==> src/rtl/csplit_pkg.sv <==
package csplit_pkg;

    typedef enum logic [1:0] {
        ACT_SKIP  = 2'd0,
        ACT_EXEC  = 2'd1,
        ACT_HALT  = 2'd2,
        ACT_RETRY = 2'd3
    } act_e;

    typedef enum logic {
        PH_START = 1'b0,
        PH_COMPL = 1'b1
    } phase_e;

    typedef enum logic {
        PID_IN  = 1'b0,
        PID_OUT = 1'b1
    } pid_e;

    typedef struct packed {
        logic sched;
        logic prog_fail;
        logic tag_fail;
        logic degen;
    } chk_t;

endpackage

==> src/rtl/csplit_tag_rule.sv <==
module csplit_tag_rule #(
    parameter int IDX_W  = 8,
    parameter int SLOT_W = 3,
    localparam int TAG_W = IDX_W - SLOT_W
) (
    input  logic [IDX_W-1:0] uframe_i,
    input  logic             start_move_i,
    output logic [TAG_W-1:0] tag_o
);
    localparam logic [SLOT_W-1:0] LAST_SLOT = {SLOT_W{1'b1}};
    localparam logic [SLOT_W-1:0] PENULT    = LAST_SLOT - 1'b1;

    logic [SLOT_W-1:0] slot;
    logic [TAG_W-1:0]  hframe;
    logic              bump;

    always_comb begin
        slot   = uframe_i[SLOT_W-1:0];
        hframe = uframe_i[IDX_W-1:SLOT_W];
        // Last slot always advances; the one before it advances only on entry
        bump   = (slot == LAST_SLOT) || (start_move_i && (slot == PENULT));
        tag_o  = hframe + TAG_W'(bump);
    end
endmodule

==> src/rtl/csplit_check.sv <==
module csplit_check
    import csplit_pkg::*;
#(
    parameter int IDX_W  = 8,
    parameter int SLOT_W = 3,
    localparam int TAG_W = IDX_W - SLOT_W,
    localparam int SLOTS = 1 << SLOT_W
) (
    input  logic [IDX_W-1:0] uframe_i,
    input  logic [SLOTS-1:0] csmask_i,
    input  logic [SLOTS-1:0] prog_i,
    input  logic [TAG_W-1:0] tag_i,
    output chk_t             chk_o
);
    logic [SLOT_W-1:0] slot;
    logic [SLOT_W-1:0] prev;
    logic [TAG_W-1:0]  hframe;
    logic [SLOTS-1:0]  below_prev;

    always_comb begin
        slot   = uframe_i[SLOT_W-1:0];
        prev   = slot - 1'b1;
        hframe = uframe_i[IDX_W-1:SLOT_W];
        for (int k = 0; k < SLOTS; k++) begin
            below_prev[k] = (slot != '0) && (k < int'(prev));
        end
        chk_o.sched     = csmask_i[slot];
        chk_o.prog_fail = (slot != '0) && csmask_i[prev] && !prog_i[prev];
        chk_o.tag_fail  = (tag_i != hframe);
        chk_o.degen     = (prog_i == '0) && |(csmask_i & below_prev);
    end
endmodule

==> src/rtl/csplit_sched.sv <==
module csplit_sched
    import csplit_pkg::*;
#(
    parameter int IDX_W  = 8,
    parameter int SLOT_W = 3,
    localparam int TAG_W = IDX_W - SLOT_W,
    localparam int SLOTS = 1 << SLOT_W
) (
    input  logic             clk,
    input  logic             rst_n,
    input  logic             valid_i,
    input  logic [IDX_W-1:0] uframe_i,
    input  logic             phase_i,
    input  logic             pid_i,
    input  logic [SLOTS-1:0] csmask_i,
    input  logic [SLOTS-1:0] prog_i,
    input  logic [TAG_W-1:0] tag_i,
    input  logic             recov_i,
    output logic             res_vld_o,
    output logic [1:0]       res_act_o,
    output logic [TAG_W-1:0] res_tag_o,
    output logic             res_miss_o
);
    typedef struct packed {
        logic             vld;
        act_e             act;
        logic [TAG_W-1:0] tag;
        logic             miss;
    } res_t;

    res_t             res_d, res_q;
    logic [TAG_W-1:0] rule_tag;
    chk_t             chk;
    logic             is_start;
    logic             any_err;
    act_e             err_act;

    assign is_start = (phase_e'(phase_i) == PH_START);

    csplit_tag_rule #(.IDX_W(IDX_W), .SLOT_W(SLOT_W)) u_tag (
        .uframe_i    (uframe_i),
        .start_move_i(is_start),
        .tag_o       (rule_tag)
    );

    csplit_check #(.IDX_W(IDX_W), .SLOT_W(SLOT_W)) u_chk (
        .uframe_i(uframe_i),
        .csmask_i(csmask_i),
        .prog_i  (prog_i),
        .tag_i   (tag_i),
        .chk_o   (chk)
    );

    always_comb begin
        any_err = chk.prog_fail || chk.tag_fail || chk.degen;
        err_act = (pid_e'(pid_i) == PID_OUT) ? ACT_RETRY : ACT_HALT;

        res_d      = res_q;
        res_d.vld  = valid_i;
        res_d.miss = 1'b0;
        if (valid_i) begin
            if (is_start) begin
                res_d.act = ACT_SKIP;
                res_d.tag = recov_i ? tag_i : rule_tag;
            end else if (!chk.sched) begin
                res_d.act = ACT_SKIP;
                res_d.tag = tag_i;
            end else if (any_err) begin
                res_d.act  = err_act;
                res_d.tag  = tag_i;
                res_d.miss = 1'b1;
            end else begin
                res_d.act = ACT_EXEC;
                res_d.tag = rule_tag;
            end
        end
    end

    always_ff @(posedge clk or negedge rst_n) begin
        if (!rst_n) begin
            res_q <= '{vld: 1'b0, act: ACT_SKIP, tag: '0, miss: 1'b0};
        end else begin
            res_q <= res_d;
        end
    end

    assign res_vld_o  = res_q.vld;
    assign res_act_o  = res_q.act;
    assign res_tag_o  = res_q.tag;
    assign res_miss_o = res_q.miss;

    // Miss strobe only accompanies an error action
    assert_miss_err_R5: assert property (@(posedge clk) disable iff (!rst_n)
        res_miss_o |-> (res_act_o == ACT_HALT || res_act_o == ACT_RETRY));

    // Halt is reserved for IN queue heads
    assert_halt_in_R6: assert property (@(posedge clk) disable iff (!rst_n)
        (res_vld_o && res_act_o == ACT_HALT) |-> ($past(pid_i) == PID_IN));

    // Complete-split only in a scheduled slot
    assert_exec_sched_R8: assert property (@(posedge clk) disable iff (!rst_n)
        (res_vld_o && res_act_o == ACT_EXEC) |-> $past(csmask_i[uframe_i[SLOT_W-1:0]]));

    // Deferred entry in recovery keeps the stored tag
    assert_recov_defer_R9: assert property (@(posedge clk) disable iff (!rst_n)
        (res_vld_o && $past(recov_i) && !$past(phase_i))
            |-> (res_tag_o == $past(tag_i) && res_act_o == ACT_SKIP));

    // Idle cycle clears the strobes
    assert_idle_clear_R10: assert property (@(posedge clk) disable iff (!rst_n)
        !valid_i |=> (!res_miss_o && !res_vld_o));
endmodule

==> config.mk <==
export PLATFORM = sky130hd
export DESIGN_NAME = csplit_sched
export DESIGN_NICKNAME = d
export VERILOG_FILES = /design/src/rtl/csplit_pkg.sv /design/src/rtl/csplit_tag_rule.sv /design/src/rtl/csplit_check.sv /design/src/rtl/csplit_sched.sv
export SDC_FILE = /design/constraint.sdc
export NUM_CORES = 1
export LEC_CHECK = 0
export BUFFER_PORTS_ARGS = -buffer_cell sky130_fd_sc_hd__clkbuf_2
export CAP_MARGIN = 0
export CORE_ASPECT_RATIO = 0.6
export CORE_MARGIN = 3
export CORE_UTILIZATION = 30
export DETAILED_ROUTE_END_ITERATION = 10
export GPL_ROUTABILITY_DRIVEN = 0
export PLACE_DENSITY_LB_ADDON = 0.05
export SYNTH_ARGS = -nofsm -noshare
export SYNTH_HDL_FRONTEND = slang
export SYNTH_HIERARCHICAL = 1
export SYNTH_SLANG_ARGS = --single-unit
==> constraint.sdc <==
create_clock -name clk -period 0.8 [get_ports clk]
set_input_delay 0.04 -clock clk [delete_from_list [all_inputs] [get_ports clk]]
set_output_delay 0.04 -clock clk [all_outputs]
set_load 0.005 [all_outputs]
==> flow_metrics.py, run 1 <==
metrics = {
    "run_status": {
        "run_status": "finished with violations",
        "violations": "negative setup slack",
    },
    "critical_path": {
        "r2r_start": "res_tag_o[4]",
        "reg2reg_to": "res_tag_o[4]",
        "worstPathMaxFanout": 5,
        "cp-end-kind": "register",
        "r2r_slack_ns": 0.11,
        "start_kind": "primary input",
        "cp.arrival_ns": 1.81,
        "required_ns": 0.90,
        "path_class": "primary input to register",
        "rr_worst_depth": 2,
    },
    "flow_run": {
        "maxCapViolCount": 0,
    },
    "sta": {
        "min_period_ns": 1.71,
        "tns_ns": -6.99,
        "slew_headroom_pct": 73.0,
        "period_share_pct": 214,
        "slew_viol_final": 0,
        "hold_violations": 0,
        "setup_viol": 8,
        "tightest_slew_ns": 0.401,
        "setup_slack_ns": -0.910,
        "fmaxAchievable_mhz": 585,
        "fin_worst_skew_ns": 0,
        "hold_ws_ns": 0.0590,
        "rsz0062_at_grt": "yes",
    },
    "power_and_ir_drop": {
        "power_frac_clock_pct": 29.2,
        "ir_drop_mv": 0.519,
        "power_switching_mw": 0.550,
        "swShare_pct": 30.3,
        "total_power_mw": 1.82,
        "p_per_area_nw_per_um2": 1130,
        "seq_power_share_pct": 28.8,
        "cellLeakagePower_nw": 0.788,
        "internal_power_mw": 1.27,
        "p_comb_share_pct": 42.0,
    },
    "global_routing": {
        "antenna_found_initial": 0,
        "grtUsageTotal_pct": 17.5,
        "grt_max_degree": 12,
        "grt_pass1_wl_um": 5390,
        "overflow": 0,
        "first_global_vias": 1125,
    },
    "placement": {
        "dp_hpwl_um": 2470,
        "io_buffer_count": 43,
    },
    "logic_synthesis": {
        "yosys_warnings": 6,
        "synth-seq-area-share_pct": 24.3,
        "synthTopCellsByArea": "dfrtp_1, mux2i_1, o221ai_1, mux4_1, ha_1",
        "avgSynthCellArea_sq_um": 9.01,
        "synth.distinct_cells": 32,
        "synth_top_cell_by_area": "dfrtp_1",
        "syn_nets": 142,
        "netlist_area_sq_um": 928,
        "yosysTopAreaCellShare_pct": 24.3,
        "postSynthCellCount": 103,
        "ys_seq_elements": 9,
    },
    "floorplanning": {
        "initial_core_util_pct": 34.2,
        "row_count": 14,
        "die_w_um": 77.8,
        "core_sq_um": 2720,
        "ios": 44,
        "dieArea_sq_um": 3820,
        "die_h_um": 49.1,
    },
    "min_path": {
        "min_from": "pid_i",
        "min_to": "res_act_o[0]",
        "min_path_type": "primary input to register",
        "worstHoldPathCells": 3,
    },
    "cells_and_area": {
        "n_fill_cell": 254,
        "n_antenna_cell": 0,
        "area_growth_syn_to_layout_pct": 73.7,
        "layout-drive-gt1-share_pct": 55.2,
        "fin_nets": 223,
        "final_util_pct": 59.4,
    },
    "detailed_routing": {
        "drt_iter0_markers": 85,
        "num_vias": 1099,
        "first_pass_iters": 4,
        "drc": 0,
        "viasPerCell": 4.93,
        "wl_per_cell_um": 14.3,
        "final_antenna_net_count": 0,
        "drt-total-wl_um": 3200,
    },
    "clocking": {
        "clkTransAtPathRegs_ns": 0.05,
        "cts_tree": "built",
        "cts.sink_count": 9,
        "cts_buffers": 3,
        "clock_latency_ns": 0.23,
        "root_buffer": "clkbuf_8",
        "cts-htree-levels": 1,
        "clk_path_buf_depth": 2,
    },
}
-- metal layers --
metal | GRT usage [%] | vias up | part of all wire [%]
met5 | 0 | - | 0
met1 | 26.9 | 510 | 53
met3 | 4.43 | 0 | 6.5
li1 | - | 544 | -
met4 | 2.66 | 0 | 0
met2 | 24.6 | 45 | 41
-- critical path, cell delays in order --
cell,delay (ns)
buf_8,0.08
inv_4,0.04
ha_4,0.29
buf_4,0.12
nor3b_2,0.04
a311oi_2,0.19
a221o_1,0.16
nand2_2,0.08
nor4b_4,0.27
buf_4,0.20
mux2i_1,0.19
o221ai_1,0.13
-- registers in the layout, indices dropped and copies added, names as in the netlist --
name,flops
res_miss_o,1
res_vld_o,1
res_act_o,2
res_tag_o,5
-- layout by cell type, fill, tap and decap left out, types with 2 or more instances in the layout --
cell | synthesis | layout
nor2_1 | 5 | 5
nor4_1 | 2 | 2
a21oi_2 | 0 | 2
mux2i_1 | 10 | 10
o221ai_1 | 8 | 5
o221ai_2 | 0 | 3
xnor2_1 | 5 | 5
buf_4 | 0 | 35
o22ai_1 | 2 | 2
xor2_1 | 4 | 4
inv_1 | 9 | 7
nand3b_1 | 2 | 2
nor3b_2 | 0 | 2
nand2_1 | 7 | 6
nand3_1 | 4 | 4
buf_6 | 1 | 2
nand2b_1 | 6 | 6
inv_4 | 0 | 2
mux4_1 | 2 | 2
dfrtp_1 | 9 | 9
clkbuf_2 | 0 | 41
buf_8 | 0 | 2
clkbuf_8 | 0 | 3
ha_1 | 4 | 3
-- cell usage after synthesis --
cell type and instances:
mux2i_1 10, dfrtp_1 9, inv_1 9, o221ai_1 8
nand2_1 7, nand2b_1 6, nor2_1 5, xnor2_1 5
ha_1 4, nand3_1 4, xor2_1 4, a21oi_1 3
nor3b_1 3, buf_2 2, clkbuf_1 2, mux4_1 2
nand3b_1 2, nor3_1 2, nor4_1 2, o22ai_1 2
a221o_1 1, a311oi_1 1, a31oi_1 1, and4_1 1
buf_6 1, inv_2 1, nor4b_4 1, o211a_1 1
o21ai_0 1, o311ai_0 1, or3_1 1, or4_1 1
-- final cells by class --
type	count	area (sq um)	share of cell area (%)
multi-input combinational	79	719	44.6
timing repair buffer	81	531	32.9
sequential	9	225	14.0
tap	40	50.0	3.10
clock buffer	4	45.0	2.79
inverter	10	42.5	2.64
-- kinds of logic (layout without fill, tap and decap cells) --
kind of cell / count (synthesis) / in the layout / share of synthesized area (%)
multiplexers: 12 / 12 / 16.4
XOR/XNOR: 9 / 9 / 8.49
adder cells (fa/ha/maj): 4 / 4 / 5.39
AO/OA/AOI/OAI: 19 / 19 / 15.8
AND/OR/NAND/NOR: 35 / 35 / 22.5
flip-flops: 9 / 9 / 24.3
buffers and inverters: 15 / 95 / 7.14
-- per-stage QoR --
step / area [sq um] / std cells / setup WS, ns
after detailed placement: 1380 / 207 / -1.22
after floorplan: 972 / 103 / -1.10
after global placement: 1380 / 207 / -1.16
after global routing: 1610 / 223 / -1.02
after CTS: 1550 / 219 / -0.876
final: 1610 / 223 / -0.910
-- power groups by stage --
stage / clock network [mW] / logic [mW] / registers, mW
2_1_floorplan: 0 / 0.299 / 0.535
3_3_place_gp: 0 / 0.613 / 0.529
6_report: 0.532 / 0.764 / 0.523
3_5_place_dp: 0 / 0.616 / 0.530
4_1_cts: 0.544 / 0.703 / 0.524
5_1_grt: 0.585 / 0.833 / 0.529
-- worst max path at each step --
| stage | from | end | slack [ns] | cells past startpoint |
|---|---|---|---|---|
| 2_1_floorplan | uframe_i[0] | res_tag_o[0] | -1.10 | 11 |
| 3_5_place_dp | uframe_i[1] | res_tag_o[4] | -1.22 | 11 |
| 4_1_cts | uframe_i[1] | res_tag_o[1] | -0.88 | 12 |
| 5_1_grt | uframe_i[1] | res_tag_o[2] | -1.02 | 12 |
| 3_3_place_gp | uframe_i[1] | res_tag_o[1] | -1.16 | 10 |
| 6_report | uframe_i[1] | res_tag_o[2] | -0.91 | 12 |
-- repair_timing --
| action | CTS | global route |
|---|---|---|
| endpoints found under the setup margin | 8 | 9 |
| pin swaps | 9 | 9 |
| hold endpoints to repair | 9 | 0 |
| gates resized for setup | 17 | 8 |
| hold buffers | 1 | 0 |
| buffers inserted | 7 | 4 |
Note: power is estimated with default switching activity, not from simulation.
==> inputs of run 2 (changes only) <==
PLACE_DENSITY = 0.61   (was not set)
PLACE_DENSITY_LB_ADDON = not set   (was 0.05)
==> flow_metrics.py, run 2 (synthesized netlist as in run 1, its figures left out) <==
metrics = {
    "detailed_routing": {
        "drt-total-wl_um": 3010,
        "first_pass_iters": 4,
        "final_antenna_net_count": 0,
        "drc": 0,
        "drt_iter0_markers": 73,
        "viasPerCell": 5.08,
        "num_vias": 1078,
        "wl_per_cell_um": 14.2,
    },
    "critical_path": {
        "required_ns": 0.89,
        "cp_num_buf_inv": 4,
        "cp.arrival_ns": 1.79,
        "crit_chain": "buf_8, inv_6, ha_4, buf_6, a311oi_2, a221o_1, nand2_2, nor4b_4, buf_6, mux2i_1, o221ai_1",
        "cp_slowest_cell": "nor4b_4",
        "path_class": "primary input to register",
        "cp_common_cell": "buf_6",
        "worstPathMaxFanout": 6,
        "cp-end-kind": "register",
        "rr_worst_depth": 2,
        "cpPeakStageDelay_ns": 0.29,
        "start_kind": "primary input",
        "cpLargestDelayFamily": "compound AO/OA/AOI/OAI gates",
        "cp.depth": 11,
    },
    "global_routing": {
        "grt_max_degree": 10,
        "grt_pass1_wl_um": 4730,
        "met1_usage_pct": 21.5,
        "grtUsageTotal_pct": 15.6,
        "overflow": 0,
        "first_global_vias": 1052,
        "met3_usage_pct": 4.06,
        "grt.busiest_layer": "met2",
        "use_met2_pct": 23.9,
        "antenna_found_initial": 0,
    },
    "floorplanning": {
        "dieArea_sq_um": 3820,
        "die_w_um": 77.8,
        "ios": 44,
        "initial_core_util_pct": 34.2,
        "row_count": 14,
        "die_h_um": 49.1,
        "core_sq_um": 2720,
    },
    "sta": {
        "rsz0062_at_grt": "yes",
        "fmaxAchievable_mhz": 590,
        "slew_viol_final": 0,
        "tightest_slew_ns": 0.446,
        "setup_slack_ns": -0.894,
        "period_share_pct": 212,
        "slew_headroom_pct": 70.1,
        "hold_violations": 0,
        "min_period_ns": 1.69,
        "fin_worst_skew_ns": 0,
        "setup_viol": 8,
    },
    "power_and_ir_drop": {
        "swShare_pct": 30.8,
        "p_per_area_nw_per_um2": 1170,
        "p_comb_share_pct": 38.8,
        "internal_power_mw": 1.22,
        "power_switching_mw": 0.543,
        "ir_drop_mv": 0.535,
        "cellLeakagePower_nw": 0.734,
        "power_frac_clock_pct": 31.5,
        "seq_power_share_pct": 29.8,
    },
    "cells_and_area": {
        "area_growth_syn_to_layout_pct": 61.9,
        "final_util_pct": 55.3,
        "largest_register_ff_count": 5,
        "mostFrequentLayoutCell": "clkbuf_2",
        "mostFrequentLayoutCells": "clkbuf_2, buf_4, mux2i_1, dfrtp_1, inv_1",
        "n_antenna_cell": 0,
        "layout-drive-gt1-share_pct": 50.0,
        "fin_nets": 212,
    },
    "placement": {
        "dp_hpwl_um": 2390,
        "pre_cts_ws_ns": -1.15,
        "io_buffer_count": 43,
    },
    "clocking": {
        "clkTransAtPathRegs_ns": 0.05,
        "cts_buffers": 3,
        "cts_tree": "built",
        "clk_path_buf_depth": 2,
        "clock_latency_ns": 0.24,
        "cts-htree-levels": 1,
        "cts.sink_count": 9,
        "root_buffer": "clkbuf_8",
    },
    "run_status": {
        "run_status": "finished with violations",
        "violations": "negative setup slack",
    },
    "min_path": {
        "min_path_type": "primary input to register",
        "worstHoldPathCells": 1,
    },
    "flow_run": {
        "maxCapViolCount": 0,
    },
}
==> run 2: cell types whose count changed in the layout (fill, tap and decap cells not counted), sizes merged <==
cell,change
buf,-11
==> run 2: repair_timing <==
item	in CTS	in global routing
endpoints found under the setup margin	8	11
pin swaps	7	7
setup buffers	2	1
hold endpoints to repair	9	0
hold buffers	1	0
resized for setup	9	12
==> run 2: stage by stage <==
stage | setup TNS, ns | instance area (sq um) | power (mW) | std cells | hold slack (ns)
6_report | -6.58 | 1500 | 1.76 | 212 | 0.0142
5_1_grt | -7.35 | 1500 | 1.88 | 212 | 0.0273
4_1_cts | -6.55 | 1450 | 1.75 | 211 | 0.0134
3_5_place_dp | -8.62 | 1360 | 1.14 | 204 | -0.0775
3_3_place_gp | -8.48 | 1360 | 1.13 | 204 | -0.0956
2_1_floorplan | -7.73 | 972 | 0.834 | 103 | -0.256
==> run 2: layout make-up <==
type                       instances  area (sq um)
timing repair buffer              70           448
inverter                          10          45.0
sequential                         9           225
fill                             265          1210
tap                               40          50.0
clock buffer                       4          45.0
multi-input combinational         79           689
==> run 2: metal layers <==
metal	part of all wire [%]	wire (um)	vias up
li1	-	-	530
met1	46	1380	508
met2	48	1450	34
met3	4.7	140	6
met4	1.3	38	0
met5	0	0	-
==> run 2: worst paths after layout <==
kind	startpoint	slack, ns	endpoint
max in group asynchronous	rst_n	0.39	res_tag_o[4]
worst max-delay path	uframe_i[1]	-0.89	res_tag_o[3]
worst max register to register	res_tag_o[4]	0.08	res_tag_o[4]
worst min register to register	res_tag_o[2]	0.50	res_tag_o[2]
worst min-delay path	valid_i	0.01	res_vld_o
min in group asynchronous	rst_n	0.20	res_miss_o
==> run 2: power by group through the flow <==
stage | Sequential [mW] | Combinational (mW) | Clock [mW]
3_3_place_gp | 0.530 | 0.595 | 0
3_5_place_dp | 0.532 | 0.607 | 0
5_1_grt | 0.529 | 0.747 | 0.599
2_1_floorplan | 0.535 | 0.299 | 0
4_1_cts | 0.525 | 0.642 | 0.578
6_report | 0.524 | 0.683 | 0.555
